File: src/rtl/mulovf_pkg.sv
// Package: shared types for the multiply-overflow checker.
// Assumes: nothing beyond a two-state sequencer.
package mulovf_pkg;

    // Sequencer states: waiting for a request, or iterating.
    typedef enum logic {
        SEQ_IDLE = 1'b0,
        SEQ_RUN  = 1'b1
    } seq_state_e;

endpackage

File: src/rtl/mulovf_upper_nz.sv
// Module: mulovf_upper_nz
// Reports whether any bit of the accumulator's upper half is set. The
// reduction is split into fixed-size groups, and the group flags are then
// ORed together, so the depth grows with the log of the width.
// Assumes: W >= 1 and GRP >= 1. The operand is zero-padded to a whole
// number of groups.
module mulovf_upper_nz #(
    parameter int W   = 64,
    parameter int GRP = 8
) (
    input  logic [W-1:0] hi_i,
    output logic         nz_o
);
    localparam int NGRP  = (W + GRP - 1) / GRP;
    localparam int PAD_W = NGRP * GRP;

    logic [PAD_W-1:0] padded;
    logic [NGRP-1:0]  grp_nz;

    // Zero-extend the upper half to whole groups.
    always_comb begin
        padded         = '0;
        padded[W-1:0]  = hi_i;
    end

    // One OR reduction per group.
    for (genvar g = 0; g < NGRP; g++) begin : g_grp
        assign grp_nz[g] = |padded[g*GRP +: GRP];
    end

    assign nz_o = |grp_nz;

endmodule

File: src/rtl/mulovf_datapath.sv
// Module: mulovf_datapath
// Holds the shifted multiplicand (2W bits), the multiplier (W bits) and
// the running sum (2W bits). A load clears the sum and captures the
// operands. A step adds the multiplicand when the multiplier's low bit is
// set, then moves the multiplicand left and the multiplier right by one.
// Assumes: load and step are never high together. The controller stops
// before the multiplicand could shift out of 2W bits.
module mulovf_datapath #(
    parameter int W = 64
) (
    input  logic           clk,
    input  logic           rst_n,
    input  logic           load_i,
    input  logic           step_i,
    input  logic [W-1:0]   a_i,
    input  logic [W-1:0]   b_i,
    output logic [2*W-1:0] sum_o,
    output logic [W-1:0]   sum_hi_o
);
    localparam int ACC_W = 2 * W;

    logic [ACC_W-1:0] mcand_q;
    logic [W-1:0]     mplier_q;
    logic [ACC_W-1:0] sum_q;
    logic [ACC_W-1:0] sum_add;

    // Candidate sum for this step: add only when the low multiplier bit is set.
    always_comb begin
        sum_add = mplier_q[0] ? (sum_q + mcand_q) : sum_q;
    end

    // Operand capture on load; add and shift on step.
    always_ff @(posedge clk) begin
        if (!rst_n) begin
            mcand_q  <= '0;
            mplier_q <= '0;
            sum_q    <= '0;
        end else if (load_i) begin
            mcand_q  <= {{W{1'b0}}, a_i};
            mplier_q <= b_i;
            sum_q    <= '0;
        end else if (step_i) begin
            sum_q    <= sum_add;
            mcand_q  <= {mcand_q[ACC_W-2:0], 1'b0};
            mplier_q <= {1'b0, mplier_q[W-1:1]};
        end
    end

    assign sum_o    = sum_q;
    assign sum_hi_o = sum_q[ACC_W-1:W];


    skip_add_chk: assert property (@(posedge clk) disable iff (!rst_n)
        (step_i && !mplier_q[0] && !load_i) |=> $stable(sum_q));


    shift_chk: assert property (@(posedge clk) disable iff (!rst_n)
        (step_i && !load_i) |=> (mplier_q == {1'b0, $past(mplier_q[W-1:1])}));

endmodule

File: src/rtl/mulovf_ctrl.sv
// Module: mulovf_ctrl
// Sequencer and step counter. When idle, a start strobe loads the datapath.
// On each run cycle it first checks the upper-half flag and finishes with
// overflow if that flag is set. Otherwise it finishes clean once the count
// reaches W, or it issues one add/shift step.
// Assumes: upper_nz_i reflects the current accumulator with no delay.
module mulovf_ctrl
    import mulovf_pkg::*;
#(
    parameter int W = 64
) (
    input  logic clk,
    input  logic rst_n,
    input  logic start_i,
    input  logic upper_nz_i,
    output logic load_o,
    output logic step_o,
    output logic busy_o,
    output logic done_o,
    output logic ovf_o
);
    localparam int CNT_W = $clog2(W + 1);
    localparam logic [CNT_W-1:0] LAST = CNT_W'(W);

    seq_state_e       state_q;
    logic [CNT_W-1:0] cnt_q;
    logic             done_q;
    logic             ovf_q;
    logic             accept;
    logic             fin_ovf;
    logic             fin_clean;
    logic             running;

    // Decode the decision for this cycle from the state, the count and the flag.
    always_comb begin
        running   = (state_q == SEQ_RUN);
        accept    = !running && start_i;
        fin_ovf   = running && upper_nz_i;
        fin_clean = running && !upper_nz_i && (cnt_q == LAST);
        step_o    = running && !upper_nz_i && (cnt_q != LAST);
        load_o    = accept;
    end

    // Sequencer, step counter and result registers.
    always_ff @(posedge clk) begin
        if (!rst_n) begin
            state_q <= SEQ_IDLE;
            cnt_q   <= '0;
            done_q  <= 1'b0;
            ovf_q   <= 1'b0;
        end else begin
            done_q <= 1'b0;
            if (accept) begin
                state_q <= SEQ_RUN;
                cnt_q   <= '0;
                ovf_q   <= 1'b0;
            end else if (fin_ovf) begin
                state_q <= SEQ_IDLE;
                done_q  <= 1'b1;
                ovf_q   <= 1'b1;
            end else if (fin_clean) begin
                state_q <= SEQ_IDLE;
                done_q  <= 1'b1;
                ovf_q   <= 1'b0;
            end else if (step_o) begin
                cnt_q <= cnt_q + 1'b1;
            end
        end
    end

    assign busy_o = running;
    assign done_o = done_q;
    assign ovf_o  = ovf_q;


    cnt_bound_chk: assert property (@(posedge clk) disable iff (!rst_n)
        cnt_q <= LAST);


    busy_start_ignored_chk: assert property (@(posedge clk) disable iff (!rst_n)
        (running && start_i && !upper_nz_i && cnt_q != LAST)
        |=> (state_q == SEQ_RUN && cnt_q == $past(cnt_q) + 1'b1));


    done_pulse_chk: assert property (@(posedge clk) disable iff (!rst_n)
        done_q |=> !done_q);


    accept_chk: assert property (@(posedge clk) disable iff (!rst_n)
        (!running && start_i) |=> (running && cnt_q == '0));

endmodule

File: src/rtl/mulovf_top.sv
// Module: mulovf_top
// Exact overflow check for an unsigned W x W multiply, done by iterative
// shift-and-add with an early stop as soon as the upper half of the
// accumulator goes nonzero.
// Assumes: one request at a time. Starts seen while busy are dropped.
module mulovf_top #(
    parameter int W   = 64,
    parameter int GRP = 8
) (
    input  logic           clk,
    input  logic           rst_n,
    input  logic           start_i,
    input  logic [W-1:0]   op_a_i,
    input  logic [W-1:0]   op_b_i,
    output logic           busy_o,
    output logic           done_o,
    output logic           ovf_o,
    output logic [2*W-1:0] product_o
);
    logic         load;
    logic         step;
    logic         upper_nz;
    logic [W-1:0] sum_hi;

    mulovf_ctrl #(.W(W)) u_ctrl (
        .clk        (clk),
        .rst_n      (rst_n),
        .start_i    (start_i),
        .upper_nz_i (upper_nz),
        .load_o     (load),
        .step_o     (step),
        .busy_o     (busy_o),
        .done_o     (done_o),
        .ovf_o      (ovf_o)
    );

    mulovf_datapath #(.W(W)) u_dp (
        .clk      (clk),
        .rst_n    (rst_n),
        .load_i   (load),
        .step_i   (step),
        .a_i      (op_a_i),
        .b_i      (op_b_i),
        .sum_o    (product_o),
        .sum_hi_o (sum_hi)
    );

    mulovf_upper_nz #(.W(W), .GRP(GRP)) u_nz (
        .hi_i (sum_hi),
        .nz_o (upper_nz)
    );


    ovf_set_chk: assert property (@(posedge clk) disable iff (!rst_n)
        (done_o && ovf_o) |-> (product_o[2*W-1:W] != '0));


    no_overflow_chk: assert property (@(posedge clk) disable iff (!rst_n)
        (done_o && !ovf_o) |-> (product_o[2*W-1:W] == '0));


    done_idle_chk: assert property (@(posedge clk) disable iff (!rst_n)
        done_o |-> !busy_o);


    hold_chk: assert property (@(posedge clk) disable iff (!rst_n)
        (!busy_o && !start_i && !done_o) |=> ($stable(ovf_o) && $stable(product_o)));

endmodule

File: config.mk
export PLATFORM = sky130hd
export DESIGN_NAME = mulovf_top
export DESIGN_NICKNAME = d
export VERILOG_FILES = /design/src/rtl/mulovf_pkg.sv /design/src/rtl/mulovf_upper_nz.sv /design/src/rtl/mulovf_datapath.sv /design/src/rtl/mulovf_ctrl.sv /design/src/rtl/mulovf_top.sv
export SDC_FILE = /design/constraint.sdc
export NUM_CORES = 1
export LEC_CHECK = 0
export ABC_AREA = 1
export BUFFER_PORTS_ARGS = -buffer_cell sky130_fd_sc_hd__buf_2
export CORE_ASPECT_RATIO = 1.2
export CORE_MARGIN = 2
export CORE_UTILIZATION = 60
export DETAILED_ROUTE_END_ITERATION = 6
export PLACE_DENSITY = 0.86
export SYNTH_ARGS = -nofsm -noshare
export SYNTH_HDL_FRONTEND = slang
export SYNTH_SLANG_ARGS = --single-unit
File: constraint.sdc
create_clock -name clk -period 5.6 [get_ports clk]
set_input_delay 1.12 -clock clk [delete_from_list [all_inputs] [get_ports clk]]
set_output_delay 1.12 -clock clk [all_outputs]
set_load 0.02 [all_outputs]
==> impl_metrics.tcl, run 1 <==
set metrics [dict create \
    status "complete, but fails checks" \
    violations "design-rule violations" \
    p_clk_frac 0.283 \
    ctsRootBufferMaster "clkbuf_16" \
    clk_pin_slew_ns 0.07 \
    worstHoldStart "u_dp.mplier_q[63]$_SDFFE_PN0P_" \
    synthArstFlopShare 0 \
    wl_per_cell_um 18.10 \
    period_minus_slack_ns 4.515 \
    ir_drop_mv 0.4798 \
    rows 84 \
    ys_top_cells_by_count "nand2_1, inv_1, nor2_1" \
    ios 262 \
    die_y_um 233.6 \
    fillers 4124 \
    hold_viol_final 0 \
    endpoint_kind "register" \
    worst_pin_slew_ns 1.042 \
    ys_types 40 \
    cts_resized 0 \
    p_total_mw 8.186 \
    vias 29823 \
    grt_usage 0.4222 \
    synthCells 4756 \
    synth.most_common_cell "nand2_1" \
    worstReg2RegStart "u_dp.sum_o[70]$_SDFFE_PP0P_" \
    swShare 0.3975 \
    htreeDepth 1 \
    fp.dieW_um 195.3 \
    synthDominantCellAreaShare 0.2506 \
    cellPowerDensity_mw_per_mm2 282.1 \
    ys_ff_latch 330 \
    clk_latency_ns 0.61 \
    drt_iter0_drc 2625 \
    vias_per_cell 5.391 \
    antenna_left 0 \
    wl_um 100100 \
    p_int_mw 4.933 \
    rsz0062_at_grt "no" \
    grt_max_degree 191 \
    gp_congestion 1.056 \
    place_hpwl_um 80140 \
    finalSetupViolations 0 \
    ys_warn_count 0 \
    syn-num-nets 5017 \
    synth.area.top_cells "dfxtp_1, nand2_1, inv_1" \
    numCtsBuffers 31 \
    die_area_mm2 0.04563 \
    grt_pass1_wl_um 149600 \
    gr-total-overflow 0 \
    synth_edf_count 0 \
    max_cap_viol_count 0 \
    syn_area_mm2 0.02636 \
    rrSetupSlack_ns 1.09 \
    drc_errors 25 \
    synth_seq_area_share 0.2506 \
    critPathLaunchType "register" \
    avgSynthCellArea_um2 5.542 \
    p_leak_nw 16.09 \
    dr.pass1.iters 7 \
    tritoncts "built" \
    post-route-period-util 0.8062 \
    area_delta_synth_final_pct 10.11 \
    place_ws_ns 1.272 \
    grt_pass1_vias 27690 \
    reg2regPathDepth 12 \
    cts_buffer_depth 3 \
    r2r-end "u_dp.mcand_q[6]$_SDFFE_PN0P_" \
    synth.largest_area_cell "dfxtp_1" \
    antenna_found_initial 0 \
    switchingPower_mw 3.254 \
    fin_nets 5208 \
    synth_ff_type "dfxtp_1" \
    relSlewSlack 0.3036 \
    initial_core_util 0.6043 \
    cp_data_arrival_time_ns 4.95 \
    crit_type "register to register" \
    setup_ws_ns 1.085 \
    holdPathStages 2 \
    dp.cells 5473 \
    io_buffers 261 \
    stdcell_count 5532 \
    drive_gt1_frac 0.07100 \
    postCtsHoldBufs 0 \
    p_seq_frac 0.371 \
    required_ns 6.03 \
    comb_power_share 0.346 \
    drv_slew 0 \
    clock.fmax_ghz 0.2215 \
    fp.coreArea_mm2 0.04362 \
    cts.sinks 330 \
    crit_path_max_fanout 73 \
    cts_setup_buffers 0 \
    tns_ns 0 \
    whs_endpoint "u_dp.mplier_q[63]$_SDFFE_PN0P_" \
    min_path_type "register to register" \
    fin_skew_ns 0.01968 \
]
==> critical path, stage by stage (launching register included) <==
cell      delay, ns
dfxtp_1        0.35
or2_1          0.23
nor3_1         0.81
nand2_1        0.10
nor2_1         0.18
nand2_1        0.27
nor2_2         0.26
nand2_4        0.44
nand2_1        0.24
clkinv_2       0.62
buf_4          0.56
nand2_1        0.12
a21oi_1        0.08
==> metal layers <==
metal	wire length (um)	global-route usage
met1	39050	0.4870
met2	47260	0.7459
met3	6778	0.05313
met4	7051	0.2595
met5	0	0
==> area by class of cell <==
type	count	area (um^2)	share of cell area
timing repair buffer	275	1436	0.04949
multi-input combinational	3276	15280	0.5265
antenna	1	2.502	0.00008622
clock buffer	38	842.1	0.02901
clock inverter	20	270.3	0.009312
tap	559	699.4	0.02410
inverter	1033	3885	0.1339
sequential	330	6606	0.2276
==> cells in the final DEF (no fill, tap or decap), types with 31 or more instances in the layout <==
| master | netlist | layout |
|---|---|---|
| inv_1 | 1030 | 1027 |
| buf_2 | 30 | 261 |
| ha_1 | 129 | 129 |
| nor2_1 | 559 | 558 |
| a22oi_1 | 125 | 125 |
| nor3_1 | 50 | 50 |
| dfxtp_1 | 330 | 330 |
| clkbuf_16 | 0 | 31 |
| nand2_1 | 1689 | 1688 |
| a21oi_1 | 291 | 291 |
| o21ai_0 | 122 | 122 |
| nand3_1 | 166 | 166 |
| xor2_1 | 39 | 39 |
==> power by group through the flow <==
stage / combinational [mW] / clock [mW] / sequential (mW)
after floorplan: 2.10 / 0 / 3.03
after global placement: 2.66 / 0 / 3.05
after detailed placement: 2.74 / 0 / 3.06
after CTS: 2.78 / 2.32 / 3.02
after global routing: 3.11 / 2.40 / 3.07
final: 2.83 / 2.32 / 3.04
==> worst max path at each step <==
stage                           startpoint                       endpoint  cells past startpoint
2_1_floorplan                      start_i   u_dp.sum_o[116]$_SDFFE_PP0P_                      9
3_3_place_gp   u_dp.sum_o[70]$_SDFFE_PP0P_   u_dp.mcand_q[2]$_SDFFE_PN0P_                     12
3_5_place_dp   u_dp.sum_o[70]$_SDFFE_PP0P_  u_dp.mcand_q[16]$_SDFFE_PN0P_                     12
4_1_cts        u_dp.sum_o[70]$_SDFFE_PP0P_  u_dp.mcand_q[16]$_SDFFE_PN0P_                     12
5_1_grt        u_dp.sum_o[72]$_SDFFE_PP0P_  u_dp.mcand_q[21]$_SDFFE_PN0P_                     12
6_report       u_dp.sum_o[70]$_SDFFE_PP0P_   u_dp.mcand_q[6]$_SDFFE_PN0P_                     12
==> kinds of logic (layout without fill, tap and decap cells) <==
family / count (synthesis) / count (layout) / share of synthesized area
adders and majority gates: 130 / 130 / 0.06199
buffers and inverters: 1150 / 1366 / 0.1705
xor gates and xnor gates: 61 / 61 / 0.02027
AOI/OAI and AO/OA: 581 / 581 / 0.1246
other: 0 / 1 / 0
DFF: 330 / 330 / 0.2506
and+or+nand+nor: 2504 / 2504 / 0.3721
==> through the flow <==
stage	hold slack, ns	area, um^2	util
4_1_cts	0.4649	29020	0.6653
2_1_floorplan	0.4398	26360	-
3_5_place_dp	0.4547	27910	0.6398
3_3_place_gp	0.4493	27910	0.6398
6_report	0.4670	29020	0.6654
5_1_grt	0.4797	29020	0.6653
==> flip-flops by register name (all words and copies together), names as in the netlist <==
name,cells
u_ctrl.ovf_o,1
u_dp.sum_o,128
u_ctrl.done_o,1
u_dp.mplier_q,64
u_ctrl.cnt_q,7
u_ctrl.busy_o,1
u_dp.mcand_q,128
Note: power is estimated with default switching activity, not from simulation.
==> run 2, diff against run 1 <==
Clock period 5.6 ns to 4.5 ns, I/O delays scaled along.
==> run 2 against run 1 <==
The flow now finishes without violations. Sequential power rose by 24%. Flip-flop and latch count unchanged. Sequential share of layout area fell by 0.12 points. Clock power grew 33%. Clock skew up 0.0029 ns. Largest power group unchanged.
==> impl_metrics.tcl, run 2 (synthesized netlist as in run 1, its figures left out) <==
set metrics [dict create \
    dr_wl_met2_um 47560 \
    die_y_um 233.6 \
    tns_ns 0 \
    p_leak_nw 16.15 \
    min_path_type "register to register" \
    slowest_stage "nor2_4" \
    fp.dieW_um 195.3 \
    multi_input_area_mm2 0.01528 \
    tritoncts "built" \
    drv_slew 0 \
    numCtsBuffers 34 \
    clock.fmax_ghz 0.2878 \
    max_cap_viol_count 0 \
    grt_pass1_vias 27893 \
    grt_usage 0.4329 \
    drt_iter0_drc 2253 \
    antenna_left 0 \
    post-route-period-util 0.7722 \
    drive_gt1_frac 0.07232 \
    dr.pass1.iters 6 \
    path_delay_family "simple AND/OR/NAND/NOR gates" \
    io_buffers 261 \
    cts_buffer_depth 3 \
    htreeDepth 2 \
    fillers 4202 \
    p_total_mw 10.39 \
    crit_type "register to register" \
    reg2regPathDepth 12 \
    cts_resized 0 \
    place_hpwl_um 81020 \
    fp.coreArea_mm2 0.04362 \
    cts.sinks 330 \
    wl_per_cell_um 18.32 \
    period_minus_slack_ns 3.475 \
    grt_pass1_wl_um 152200 \
    finalSetupViolations 0 \
    drc_errors 0 \
    met3_length_um 7597 \
    fin_nets 5213 \
    crit_path_cell_trace "inv_1 -> nand4_1 -> nor2_1 -> nand2_1 -> nor2_1 -> nand2_1 -> nor2_2 -> nand3_2 -> nor2_4 -> nand3_1 -> nand2_1 -> inv_1" \
    cts_setup_buffers 0 \
    highest_layer "met4" \
    clk_pin_slew_ns 0.06 \
    relSlewSlack 0.3071 \
    wl_um 101400 \
    ios 262 \
    path_depth 12 \
    ir_drop_mv 0.5520 \
    cp_data_arrival_time_ns 3.94 \
    status "completed" \
    register_area_mm2 0.006606 \
    rsz0062_at_grt "no" \
    required_ns 4.97 \
    cellPowerDensity_mw_per_mm2 356.1 \
    initial_core_util 0.6043 \
    ctsRootBufferMaster "clkbuf_16" \
    worst_pin_slew_ns 1.039 \
    grt_max_degree 191 \
    final_cell_mix "nand2_1, inv_1, nor2_1, dfxtp_1, a21oi_1" \
    gr-total-overflow 0 \
    fin_skew_ns 0.02260 \
    vias_per_cell 5.409 \
    rows 84 \
    crit_buf_inv 2 \
    crit_path_max_fanout 28 \
    antenna_found_initial 0 \
    met1Wirelength_um 38900 \
    endpoint_kind "register" \
    gp_congestion 1.089 \
    clk_latency_ns 0.57 \
    die_area_mm2 0.04563 \
    hold_viol_final 0 \
    postCtsHoldBufs 0 \
    area_delta_synth_final_pct 10.69 \
    slowest_delay_ns 0.77 \
    layout_commonest_cell "nand2_1" \
    vias 29957 \
    critPathLaunchType "register" \
    cp_common_cell "nand2_1" \
    holdPathStages 2 \
]
==> run 2: changes by cell type in the layout (fill, tap and decap cells not counted), sizes merged <==
| cell | before | now |
|---|---|---|
| clkbuf | 38 | 45 |
| bufinv | 6 | 4 |
| clkinvlp | 2 | 1 |
| buf | 275 | 277 |
| inv | 1034 | 1036 |
| clkinv | 11 | 9 |
==> run 2: layout make-up <==
| cell class | instances | area share |
|---|---|---|
| clock inverters | 17 | 0.007333 |
| inverters | 1033 | 0.1331 |
| well taps | 559 | 0.02397 |
| diodes | 1 | 0.00008576 |
| clock buffers | 45 | 0.03366 |
| repair buffers | 277 | 0.05189 |
| multi-input cells | 3276 | 0.5235 |
| flip-flops and latches | 330 | 0.2264 |
==> run 2: metrics by stage <==
stage | util | hold WS, ns | instance area (um^2) | instances | worst slack, ns
after floorplan | - | 0.4398 | 26360 | 4756 | 2.233
after CTS | 0.6689 | 0.4645 | 29180 | 5537 | 1.152
after detailed placement | 0.6415 | 0.4549 | 27980 | 5475 | 1.165
final | 0.6690 | 0.4655 | 29180 | 5538 | 1.025
after global routing | 0.6689 | 0.4770 | 29180 | 5537 | 0.8920
after global placement | 0.6415 | 0.4476 | 27980 | 5475 | 1.197
==> run 2: tightest hold or removal path: stages (launching register included) <==
cell	delay (ns)
dfxtp_1	0.31
nand2_1	0.06
a21oi_1	0.05
==> run 2: layer usage <==
metal,up-vias,GRT usage
li1,14756,-
met1,13546,0.5021
met2,1333,0.7443
met3,322,0.06526
met4,0,0.2853
met5,-,0
==> run 2: power by group <==
part / internal [mW] / switching, mW / total, mW
registers: 3.38 / 0.401 / 3.78
logic: 1.10 / 2.43 / 3.53
clock network: 1.78 / 1.29 / 3.08
==> run 2: worst paths after layout <==
| path | from | to | slack [ns] |
|---|---|---|---|
| worst max-delay path | u_dp.sum_o[102]$_SDFFE_PP0P_ | u_dp.sum_o[96]$_SDFFE_PP0P_ | 1.03 |
| worst min-delay path | u_dp.mplier_q[40]$_SDFFE_PN0P_ | u_dp.mplier_q[40]$_SDFFE_PN0P_ | 0.47 |
| worst max register to register | u_dp.sum_o[102]$_SDFFE_PP0P_ | u_dp.sum_o[96]$_SDFFE_PP0P_ | 1.03 |
| worst min register to register | u_dp.mplier_q[40]$_SDFFE_PN0P_ | u_dp.mplier_q[40]$_SDFFE_PN0P_ | 0.47 |
